### config.mk
export PLATFORM = sky130hd
export DESIGN_NAME = pin_crossbar
export DESIGN_NICKNAME = d
export VERILOG_FILES = /design/src/rtl/pxb_pkg.sv /design/src/rtl/pxb_alloc.sv /design/src/rtl/pxb_pad_cell.sv /design/src/rtl/pin_crossbar.sv
export SDC_FILE = /design/constraint.sdc
export NUM_CORES = 2
export LEC_CHECK = 0
export BUFFER_PORTS_ARGS = -buffer_cell sky130_fd_sc_hd__buf_2
export CORE_MARGIN = 4
export CORE_UTILIZATION = 40
export CTS_CLUSTER_DIAMETER = 30
export DETAILED_ROUTE_END_ITERATION = 6
export PLACE_DENSITY = 0.55
export SLEW_MARGIN = 20
export SYNTH_ARGS = -nofsm -noshare
export SYNTH_HDL_FRONTEND = slang
export SYNTH_SLANG_ARGS = --single-unit
### constraint.sdc
create_clock -name clk -period 35 [get_ports clk]
set_clock_uncertainty 0.05 [all_clocks]
set_input_delay 3.5 -clock clk [delete_from_list [all_inputs] [get_ports clk]]
set_output_delay 3.5 -clock clk [all_outputs]
set_load 0.02 [all_outputs]
### src/rtl/pxb_pkg.sv
package pxb_pkg;

    localparam int NUM_PERIPH   = 9;
    localparam int PCA_CHANNELS = 3;

    // Signals carried by each peripheral, listed in priority order.
    function automatic int periph_width(input int idx);
        case (idx)
            0:       return 2;             // UART
            1:       return 4;             // SPI
            2:       return 2;             // SMBus
            6:       return PCA_CHANNELS;  // counter array
            default: return 1;             // comparators, sysclk, timers
        endcase
    endfunction

    function automatic int total_slots();
        int sum;
        sum = 0;
        for (int i = 0; i < NUM_PERIPH; i++) sum += periph_width(i);
        return sum;
    endfunction

    localparam int NUM_SLOTS = total_slots();

    // Peripheral that owns a given slot.
    function automatic int slot_owner(input int slot);
        int base;
        base = 0;
        for (int i = 0; i < NUM_PERIPH; i++) begin
            if (slot < base + periph_width(i)) return i;
            base += periph_width(i);
        end
        return NUM_PERIPH - 1;
    endfunction

endpackage

### src/rtl/pxb_alloc.sv
module pxb_alloc #(
    parameter int NUM_PINS  = 29,
    parameter int NUM_SLOTS = 16
) (
    input  logic [NUM_PINS-1:0]  free_pin,
    input  logic [NUM_SLOTS-1:0] slot_req,
    output logic [NUM_PINS-1:0]  pin_taken,
    output logic [((NUM_SLOTS > 1) ? $clog2(NUM_SLOTS) : 1)-1:0] pin_src [NUM_PINS],
    output logic [NUM_SLOTS-1:0] slot_taken,
    output logic [((NUM_PINS > 1) ? $clog2(NUM_PINS) : 1)-1:0]   slot_dst [NUM_SLOTS],
    output logic                 short_of_pins
);
    localparam int SLOT_W = (NUM_SLOTS > 1) ? $clog2(NUM_SLOTS) : 1;
    localparam int PIN_W  = (NUM_PINS > 1) ? $clog2(NUM_PINS) : 1;
    localparam int MAXN   = (NUM_PINS > NUM_SLOTS) ? NUM_PINS : NUM_SLOTS;
    localparam int RW     = $clog2(MAXN + 1);

    logic [RW-1:0] pin_rank  [NUM_PINS];
    logic [RW-1:0] slot_rank [NUM_SLOTS];
    logic [RW-1:0] free_cnt, req_cnt;

    // Rank of each free pin and of each requesting slot: the n-th requester
    // meets the n-th free pin, which matches a priority walk in ascending order.
    always_comb begin
        free_cnt = '0;
        for (int p = 0; p < NUM_PINS; p++) begin
            pin_rank[p] = free_cnt;
            free_cnt    = free_cnt + RW'(free_pin[p]);
        end
        req_cnt = '0;
        for (int s = 0; s < NUM_SLOTS; s++) begin
            slot_rank[s] = req_cnt;
            req_cnt      = req_cnt + RW'(slot_req[s]);
        end

        pin_taken  = '0;
        slot_taken = '0;
        for (int p = 0; p < NUM_PINS; p++) pin_src[p] = '0;
        for (int s = 0; s < NUM_SLOTS; s++) slot_dst[s] = '0;
        for (int p = 0; p < NUM_PINS; p++) begin
            for (int s = 0; s < NUM_SLOTS; s++) begin
                if (free_pin[p] && slot_req[s] && (pin_rank[p] == slot_rank[s])) begin
                    pin_taken[p]  = 1'b1;
                    pin_src[p]    = SLOT_W'(s);
                    slot_taken[s] = 1'b1;
                    slot_dst[s]   = PIN_W'(p);
                end
            end
        end
        short_of_pins = (req_cnt > free_cnt);
    end

endmodule

### src/rtl/pxb_pad_cell.sv
module pxb_pad_cell (
    input  logic analog,
    input  logic push_pull,
    input  logic pu_disable,
    input  logic src_val,
    input  logic src_oe,
    input  logic pad_raw,
    output logic drv_val,
    output logic drv_oe,
    output logic pu_en,
    output logic dig_rd
);
    always_comb begin
        if (analog) begin
            drv_oe  = 1'b0;
            drv_val = 1'b0;
        end else if (push_pull) begin
            drv_oe  = src_oe;
            drv_val = src_val;
        end else begin
            drv_oe  = src_oe & ~src_val;   // a 1 releases the line
            drv_val = 1'b0;
        end
        pu_en  = ~pu_disable & ~analog & ~(drv_oe & ~drv_val);
        dig_rd = analog | pad_raw;
    end
endmodule

### src/rtl/pin_crossbar.sv
module pin_crossbar
    import pxb_pkg::*;
#(
    parameter int NUM_PINS = 29
) (
    input  logic                  clk,
    input  logic                  rst_n,
    input  logic [NUM_PERIPH-1:0] periph_en,
    input  logic [NUM_PINS-1:0]   pin_skip,
    input  logic [NUM_PINS-1:0]   pin_analog,
    input  logic [NUM_PINS-1:0]   pin_pushpull,
    input  logic                  pullup_off,
    input  logic [NUM_PINS-1:0]   gpio_latch,
    input  logic [NUM_SLOTS-1:0]  slot_out,
    input  logic [NUM_SLOTS-1:0]  slot_oe,
    input  logic [NUM_PINS-1:0]   pad_in,
    output logic [NUM_PINS-1:0]   pad_do,
    output logic [NUM_PINS-1:0]   pad_oe,
    output logic [NUM_PINS-1:0]   pad_pu,
    output logic [NUM_PINS-1:0]   gpio_rd,
    output logic [NUM_SLOTS-1:0]  slot_in,
    output logic                  no_pin
);
    localparam int SLOT_W = (NUM_SLOTS > 1) ? $clog2(NUM_SLOTS) : 1;
    localparam int PIN_W  = (NUM_PINS > 1) ? $clog2(NUM_PINS) : 1;

    typedef struct packed {
        logic [NUM_PINS-1:0]  pdo;
        logic [NUM_PINS-1:0]  poe;
        logic [NUM_PINS-1:0]  ppu;
        logic [NUM_PINS-1:0]  prd;
        logic [NUM_SLOTS-1:0] sin;
        logic                 short;
    } xbar_state_t;

    xbar_state_t st_d, st_q;

    logic [NUM_PINS-1:0]  free_pin;
    logic [NUM_SLOTS-1:0] slot_req;
    logic [NUM_PINS-1:0]  pin_taken;
    logic [SLOT_W-1:0]    pin_src [NUM_PINS];
    logic [NUM_SLOTS-1:0] slot_taken;
    logic [PIN_W-1:0]     slot_dst [NUM_SLOTS];
    logic                 short_of_pins;
    logic [NUM_PINS-1:0]  src_val, src_oe;
    logic [NUM_PINS-1:0]  cell_val, cell_oe, cell_pu, cell_rd;

    assign free_pin = ~pin_skip & ~pin_analog;

    // Each slot inherits the enable of the peripheral that owns it.
    for (genvar s = 0; s < NUM_SLOTS; s++) begin : g_req
        localparam int OWNER = slot_owner(s);
        assign slot_req[s] = periph_en[OWNER];
    end

    pxb_alloc #(
        .NUM_PINS  (NUM_PINS),
        .NUM_SLOTS (NUM_SLOTS)
    ) u_alloc (
        .free_pin      (free_pin),
        .slot_req      (slot_req),
        .pin_taken     (pin_taken),
        .pin_src       (pin_src),
        .slot_taken    (slot_taken),
        .slot_dst      (slot_dst),
        .short_of_pins (short_of_pins)
    );

    for (genvar p = 0; p < NUM_PINS; p++) begin : g_pin
        assign src_val[p] = pin_taken[p] ? slot_out[pin_src[p]] : gpio_latch[p];
        assign src_oe[p]  = pin_taken[p] ? slot_oe[pin_src[p]]  : 1'b1;

        pxb_pad_cell u_cell (
            .analog     (pin_analog[p]),
            .push_pull  (pin_pushpull[p]),
            .pu_disable (pullup_off),
            .src_val    (src_val[p]),
            .src_oe     (src_oe[p]),
            .pad_raw    (pad_in[p]),
            .drv_val    (cell_val[p]),
            .drv_oe     (cell_oe[p]),
            .pu_en      (cell_pu[p]),
            .dig_rd     (cell_rd[p])
        );
    end

    always_comb begin
        st_d       = st_q;
        st_d.pdo   = cell_val;
        st_d.poe   = cell_oe;
        st_d.ppu   = cell_pu;
        st_d.prd   = cell_rd;
        st_d.short = short_of_pins;
        for (int s = 0; s < NUM_SLOTS; s++) begin
            st_d.sin[s] = slot_taken[s] ? cell_rd[slot_dst[s]] : 1'b1;
        end
    end

    always_ff @(posedge clk) begin
        if (!rst_n) begin
            st_q.pdo   <= '0;
            st_q.poe   <= '0;
            st_q.ppu   <= '0;
            st_q.prd   <= '1;
            st_q.sin   <= '1;
            st_q.short <= 1'b0;
        end else begin
            st_q <= st_d;
        end
    end

    assign pad_do  = st_q.pdo;
    assign pad_oe  = st_q.poe;
    assign pad_pu  = st_q.ppu;
    assign gpio_rd = st_q.prd;
    assign slot_in = st_q.sin;
    assign no_pin  = st_q.short;

    // an analog pin is undriven, unpulled and reads 1
    a_r4_analog_quiet: assert property (@(posedge clk) disable iff (!rst_n)
        ((pad_oe | pad_pu | ~gpio_rd) & $past(pin_analog)) == '0);

    // an open-drain pin never drives a 1
    a_r7_od_never_high: assert property (@(posedge clk) disable iff (!rst_n)
        (pad_do & ~$past(pin_pushpull)) == '0);

    // the global disable removes every pull-up
    a_r8_pullup_gate: assert property (@(posedge clk) disable iff (!rst_n)
        $past(pullup_off) |-> (pad_pu == '0));

    // a skipped digital push-pull pin shows its port latch
    a_r3_skip_gpio: assert property (@(posedge clk) disable iff (!rst_n)
        ((pad_do ^ $past(gpio_latch)) & $past(pin_skip & ~pin_analog & pin_pushpull)) == '0);

    // a shortage needs at least one enabled peripheral
    a_r10_short_needs_req: assert property (@(posedge clk) disable iff (!rst_n)
        no_pin |-> ($past(periph_en) != '0));

endmodule

Word level (Yosys, flattened, before mapping)
Cells that the tools add are included.

operators by class
  bitwise operators = 265
  $add $sub $neg = 43
  $lt $le $gt $ge = 46
  reduce and logical (&&, ||, !) cells = 783
  equal/unequal tests = 420
  muxes and demuxes = 2132

operators with widths
  kind                  count
  $eq A5 B5 Y1          378
  $mux W4               360
  $mux W1               1220
  $mux W5               208
  $logic_and A1 B1 Y1   724
  $mux W3               180
  $bmux W1 S4           58
  $logic_not A5 Y1      43
  $add A5 B1 Y5         41
  $mux W2               90
  $lt A4 B5 Y1 const B  29
  $eq A5 B1 Y1          27
  $not A1 Y1            117
  $and A1 B1 Y1         116
  $lt A5 B6 Y1 const B  16
  $bmux W1 S5           16
  $eq A1 B5 Y1          14
  $not A29 Y29          2
  $reduce_and A2 Y1     16
  $and A29 B29 Y29      1
  $or A1 B1 Y1          29
  $gt A5 B5 Y1          1
  $add A1 B1 Y2         2
  $eq A1 B1 Y1          1

word-level totals
  logic and storage cells = 3710
  bits in registers = 133
  output and inout bits = 133

Logic depth before layout (Yosys ltp)
  depth in word-level cells = 56
  depth in mapped cells = 56
  gate-level depth less buffers = 53

Cells and area by module
Synthesis repeated with hierarchy kept, for this count alone.

unflattened totals
  cell total of the unflattened synthesis = 6939
  area total of the unflattened synthesis = 54461.0 um^2

by module, submodules not included
  module        area an instance (um^2)  instances  seq. area each (um^2)  cells an instance
  pxb_alloc     37393.4                  1          0.0                    5529
  pin_crossbar  15797.7                  1          2662.6                 1236
  pxb_pad_cell  43.8                     29         0.0                    6

Worst setup path after synthesis
Ideal clock, no wire load.

  path type = input to register
  from = input pin_analog[0]
  to = register st_q, in the netlist slot_in[12]
  buffers on the path = 6
  setup time = 0.120 ns
  required time = 34.830 ns
  cell stages on the path = 55
  slack = 16.413 ns
  data arrival time = 18.417 ns
  cell sequence = buf_6 -> nor2_1 -> buf_1 -> clkinv_1 -> nand2_1 -> and2_1 -> inv_1 -> ha_1 -> xnor2_1 -> inv_1 -> ha_1 -> ha_1 -> ha_1 -> ha_1 -> ha_1 -> ha_1 -> ha_1 -> ha_1 -> [19 not listed] -> xnor2_1 -> xnor2_1 -> xor2_1 -> o21ai_0 -> xnor3_1 -> buf_4 -> xnor2_1 -> or4_1 -> clkbuf_1 -> o31ai_1 -> clkbuf_1 -> buf_2 -> nand2_1 -> a21boi_0 -> o21ai_0 -> a21oi_1 -> a311oi_1 -> a211o_1

on the way
  cells in the longest elaborated chain, start to end = 34

RTL lines
  item                                                                       line                                 RTL
  from (decl)                                                                pin_crossbar.sv:10                   input logic [NUM_PINS-1:0] pin_analog,
  $not A29 Y29                                                               pin_crossbar.sv:48                   assign free_pin = ~pin_skip & ~pin_analog;
  $and A29 B29 Y29                                                           pin_crossbar.sv:48
  $add A1 B1 Y2, or another cell as far along                                pxb_alloc.sv:28                      free_cnt = free_cnt + RW'(free_pin[p]);
  $add A5 B1 Y5, or another cell as far along (26 in series)                 pxb_alloc.sv:28
  $eq A5 B5 Y1, or another cell as far along                                 pxb_alloc.sv:42                      if (free_pin[p] && slot_req[s] && (pin_rank[p] == slot_rank[s])) begin
  $logic_and A1 B1 Y1, or another cell as far along                          pxb_alloc.sv:42
  $mux W5 / $mux W1 (equally long branches)                                  pxb_alloc.sv:42
  $bmux W1 S5 / $mux W1 (equally long branches)                              pin_crossbar.sv:95, pxb_alloc.sv:42
  $mux W1 (implied by the code) / $reduce_and A2 Y1 (equally long branches)  n/a
  to (signal assigned)                                                       pin_crossbar.sv:108                  st_q <= st_d;
  to (decl)                                                                  pin_crossbar.sv:36                   xbar_state_t st_d, st_q;

Parallel ways exist; a longest one is shown, timed or not. The select of a mux whose other input is x is not followed.
A chain may end at the register's enable or synchronous reset.

Worst setup path in the final report
  from = input pin_analog[0]
  to = register st_q, in the netlist pad_pu[28]

on the way
  cells in the longest elaborated chain, start to end = 56

RTL lines
  item                              line                RTL
  $not A29 Y29 (*)                  pin_crossbar.sv:48
  $and A29 B29 Y29 (*)              pin_crossbar.sv:48
  $add A1 B1 Y2 (*)                 pxb_alloc.sv:28
  $add A5 B1 Y5 (*) (26 in series)  pxb_alloc.sv:28
  $eq A5 B1 Y1                      pxb_alloc.sv:42
  $logic_and A1 B1 Y1               pxb_alloc.sv:42
  $mux W1                           pxb_alloc.sv:42
  $mux W2 (2 in series)             pxb_alloc.sv:42
  [14 not listed]                   n/a
  $mux W1                           pin_crossbar.sv:70  assign src_val[p] = pin_taken[p] ? slot_out[pin_src[p]] : gpio_latch[p];
  $not A1 Y1                        pxb_pad_cell.sv:21  drv_oe = src_oe & ~src_val;
  $and A1 B1 Y1                     pxb_pad_cell.sv:21
  $mux W1                           pxb_pad_cell.sv:17  end else if (push_pull) begin
  $mux W1                           pxb_pad_cell.sv:14  if (analog) begin
  $and A1 B1 Y1 (*)                 pxb_pad_cell.sv:24  pu_en = ~pu_disable & ~analog & ~(drv_oe & ~drv_val);
  $not A1 Y1 (*)                    pxb_pad_cell.sv:24
  $and A1 B1 Y1 (*)                 pxb_pad_cell.sv:24

Every way passes the cells marked *; elsewhere a longest branch is shown, timed or not. The select of a mux whose other input is x is not followed.

==> results.toml <==
[setup_path]
worstSetupEndpointType = "register"
slowest_delay_ps = 1000
crit_required_ps = 35300
path_common_cell = "ha_1"
path_max_fanout = 18
slowest_stage = "xnor3_1"
crit_type = "in2reg"
cp.arrival_ps = 30430
startpoint_type = "primary input"

[detailed_routing]
drt-initial-drc-count = 10400
drt_first_pass_iters = 7
num_vias = 64700
drt-wirelength-per-cell_um = 42.0
ant_nets = 0
drt-vias-per-instance = 7.33
totalWireLength_mm = 370
drc = 0

[die]
initial_core_util_pct = 40.2
pin_count = 322
fp.dieH_um = 361
fp.coreArea_mm2 = 0.124
die-area_mm2 = 0.130
row_count = 129
fp.dieW_um = 361

[synthesis]
netlist_area_mm2 = 0.0497
syn_avg_cell_area_um2 = 7.03
synth_edf_count = 0
synth.distinct_cells = 121
ys_ff_latch = 133
seq_area_frac_synth_pct = 5.35
synth_top_area_share_pct = 14.3
syn-num-nets = 7342
synthCells = 7074
ys_top_cells_by_area = "xnor2_1 14%, mux2i_1 5.8%, dfxtp_1 5.4%"
yosys_warnings = 0
synth_top_area_cell = "xnor2_1"
synthFlopType = "dfxtp_1"
ys_async_sr_fraction_pct = 0

[global_route]
grt_max_degree = 74
grt.overflow.total = 0
grt_pass1_wl_mm = 496
antenna_found_initial = 37
grt_pass1_vias = 59000
grtUsageTotal_pct = 53.9

[place]
dp_hpwl_mm = 283
placed_area_mm2 = 0.0539
port_buffers = 321
gp_congestion = 1.17

[sta]
worst_slew_pin_slew_ps = 1450
fin_crit_sh_pct = 86.1
fin_crit_ps = 30120
slew_headroom_pct = 3.08
fmax_ghz = 0.0332
finalSetupViolations = 0
rsz0062_at_grt = "false"
finalSetupTns_ps = 0
maxSlewViolCount = 0
hold_viol = 0

[cts]
cts_buffers = 17
root_buffer = "clkbuf_16"
cts_htree_levels = 4
postCtsSetupRepairBufs = 0
cts_buffer_depth = 2
cts_hold_buf = 0
clk_pin_slew_ps = 70
cts_tree = "done"
post_cts_resized = 0
cts_num_sinks = 133

[finish]
postLayoutCoreUtil_pct = 44.3
areaGrowthSynthToFinish_pct = 10.1
final_common_cell = "xnor2_1"
final_cell_mix = "799 x xnor2_1, 647 x nand2_1, 610 x nor2_1"
drive_above_1_share_pct = 15.6
finalNetCount = 7408
fin_area_mm2 = 0.0548

[job]
cap_violations = 0

[status]
run_status = "finished clean"

[hold_path]
holdCritPathClass = "in2reg"
-- critical path, delay by kind of cell --
kind,cells,cell delay (ps)
fa+ha+maj,24,16090
xor+xnor,8,4240
simple gates,7,3030
compound gates,7,1800
buf+inv,5,1610
-- path summary, 6_finish.rpt --
path | slack (ps) | endpoint | cells after the start | startpoint
max | 4880 | pad_pu[28] | 51 | pin_analog[0]
min | 3180 | gpio_rd[5] | 2 | pad_in[5]
-- through the flow --
step	hold slack [ps]	instances	setup slack [ps]
final	3180	8816	4880
after global routing	3180	8790	3660
after CTS	3160	8788	5730
after detailed placement	3670	8756	5360
after global placement	3670	8756	5790
after floorplan	3520	7074	16410
-- final cells by class --
type | count | area (um2)
fillers | 13000 | 68900
flip-flops and latches | 133 | 2660
clock inverters | 15 | 183
diodes | 26 | 65.1
inverters | 132 | 495
clock buffers | 17 | 425
repair buffers | 606 | 3750
multi-input cells | 6250 | 45100
well taps | 1637 | 2050
-- per-layer routing --
metal | share of wire [%] | GRT usage, %
met5 | 0.022 | 0
met4 | 13 | 53.3
met3 | 14 | 21.8
met2 | 40 | 77.4
met1 | 33 | 59.4
-- registers in the layout, indices dropped and copies added, names as in the netlist --
signal	flops
slot_in	16
pad_pu	29
pad_oe	29
gpio_rd	29
no_pin	1
pad_do	29
-- synth_stat cells (all sizes together) (31+ instances only) --
| library cell | count |
|---|---|
| o31ai | 44 |
| a211oi | 141 |
| o211ai | 83 |
| xor2 | 258 |
| or2 | 76 |
| mux4 | 87 |
| o21ai | 359 |
| clkbuf | 423 |
| buf | 136 |
| xnor2 | 848 |
| a21boi | 31 |
| nand3 | 262 |
| or4 | 81 |
| nor2 | 641 |
| o22ai | 47 |
| xnor3 | 72 |
| nand2b | 80 |
| mux2 | 95 |
| nand2 | 647 |
| inv | 122 |
| and2 | 87 |
| nor4b | 42 |
| or3 | 86 |
| and3 | 86 |
| a221oi | 35 |
| dfxtp | 133 |
| a21oi | 423 |
| a21o | 44 |
| o21a | 33 |
| nor4 | 159 |
| nor3 | 256 |
| ha | 79 |
| nand4 | 168 |
| mux2i | 295 |
| nor2b | 70 |
| a31oi | 59 |
-- cell families (layout without fill, tap and decap cells) --
logic type / Yosys count / count (layout) / share of synthesized area, %
AND/OR/NAND/NOR: 2843 / 2843 / 29.1
adder cells (fa/ha/maj): 80 / 80 / 2.01
other: 0 / 26 / 0
flip-flops: 133 / 133 / 5.35
XOR/XNOR: 1185 / 1185 / 23.8
buffers and inverters: 691 / 770 / 5.45
multiplexers: 477 / 477 / 12.1
AO/OA/AOI/OAI: 1665 / 1665 / 22.2
Power is not shown: default switching activity piles up to over one toggle a cycle in this logic, so the estimate is an artifact.
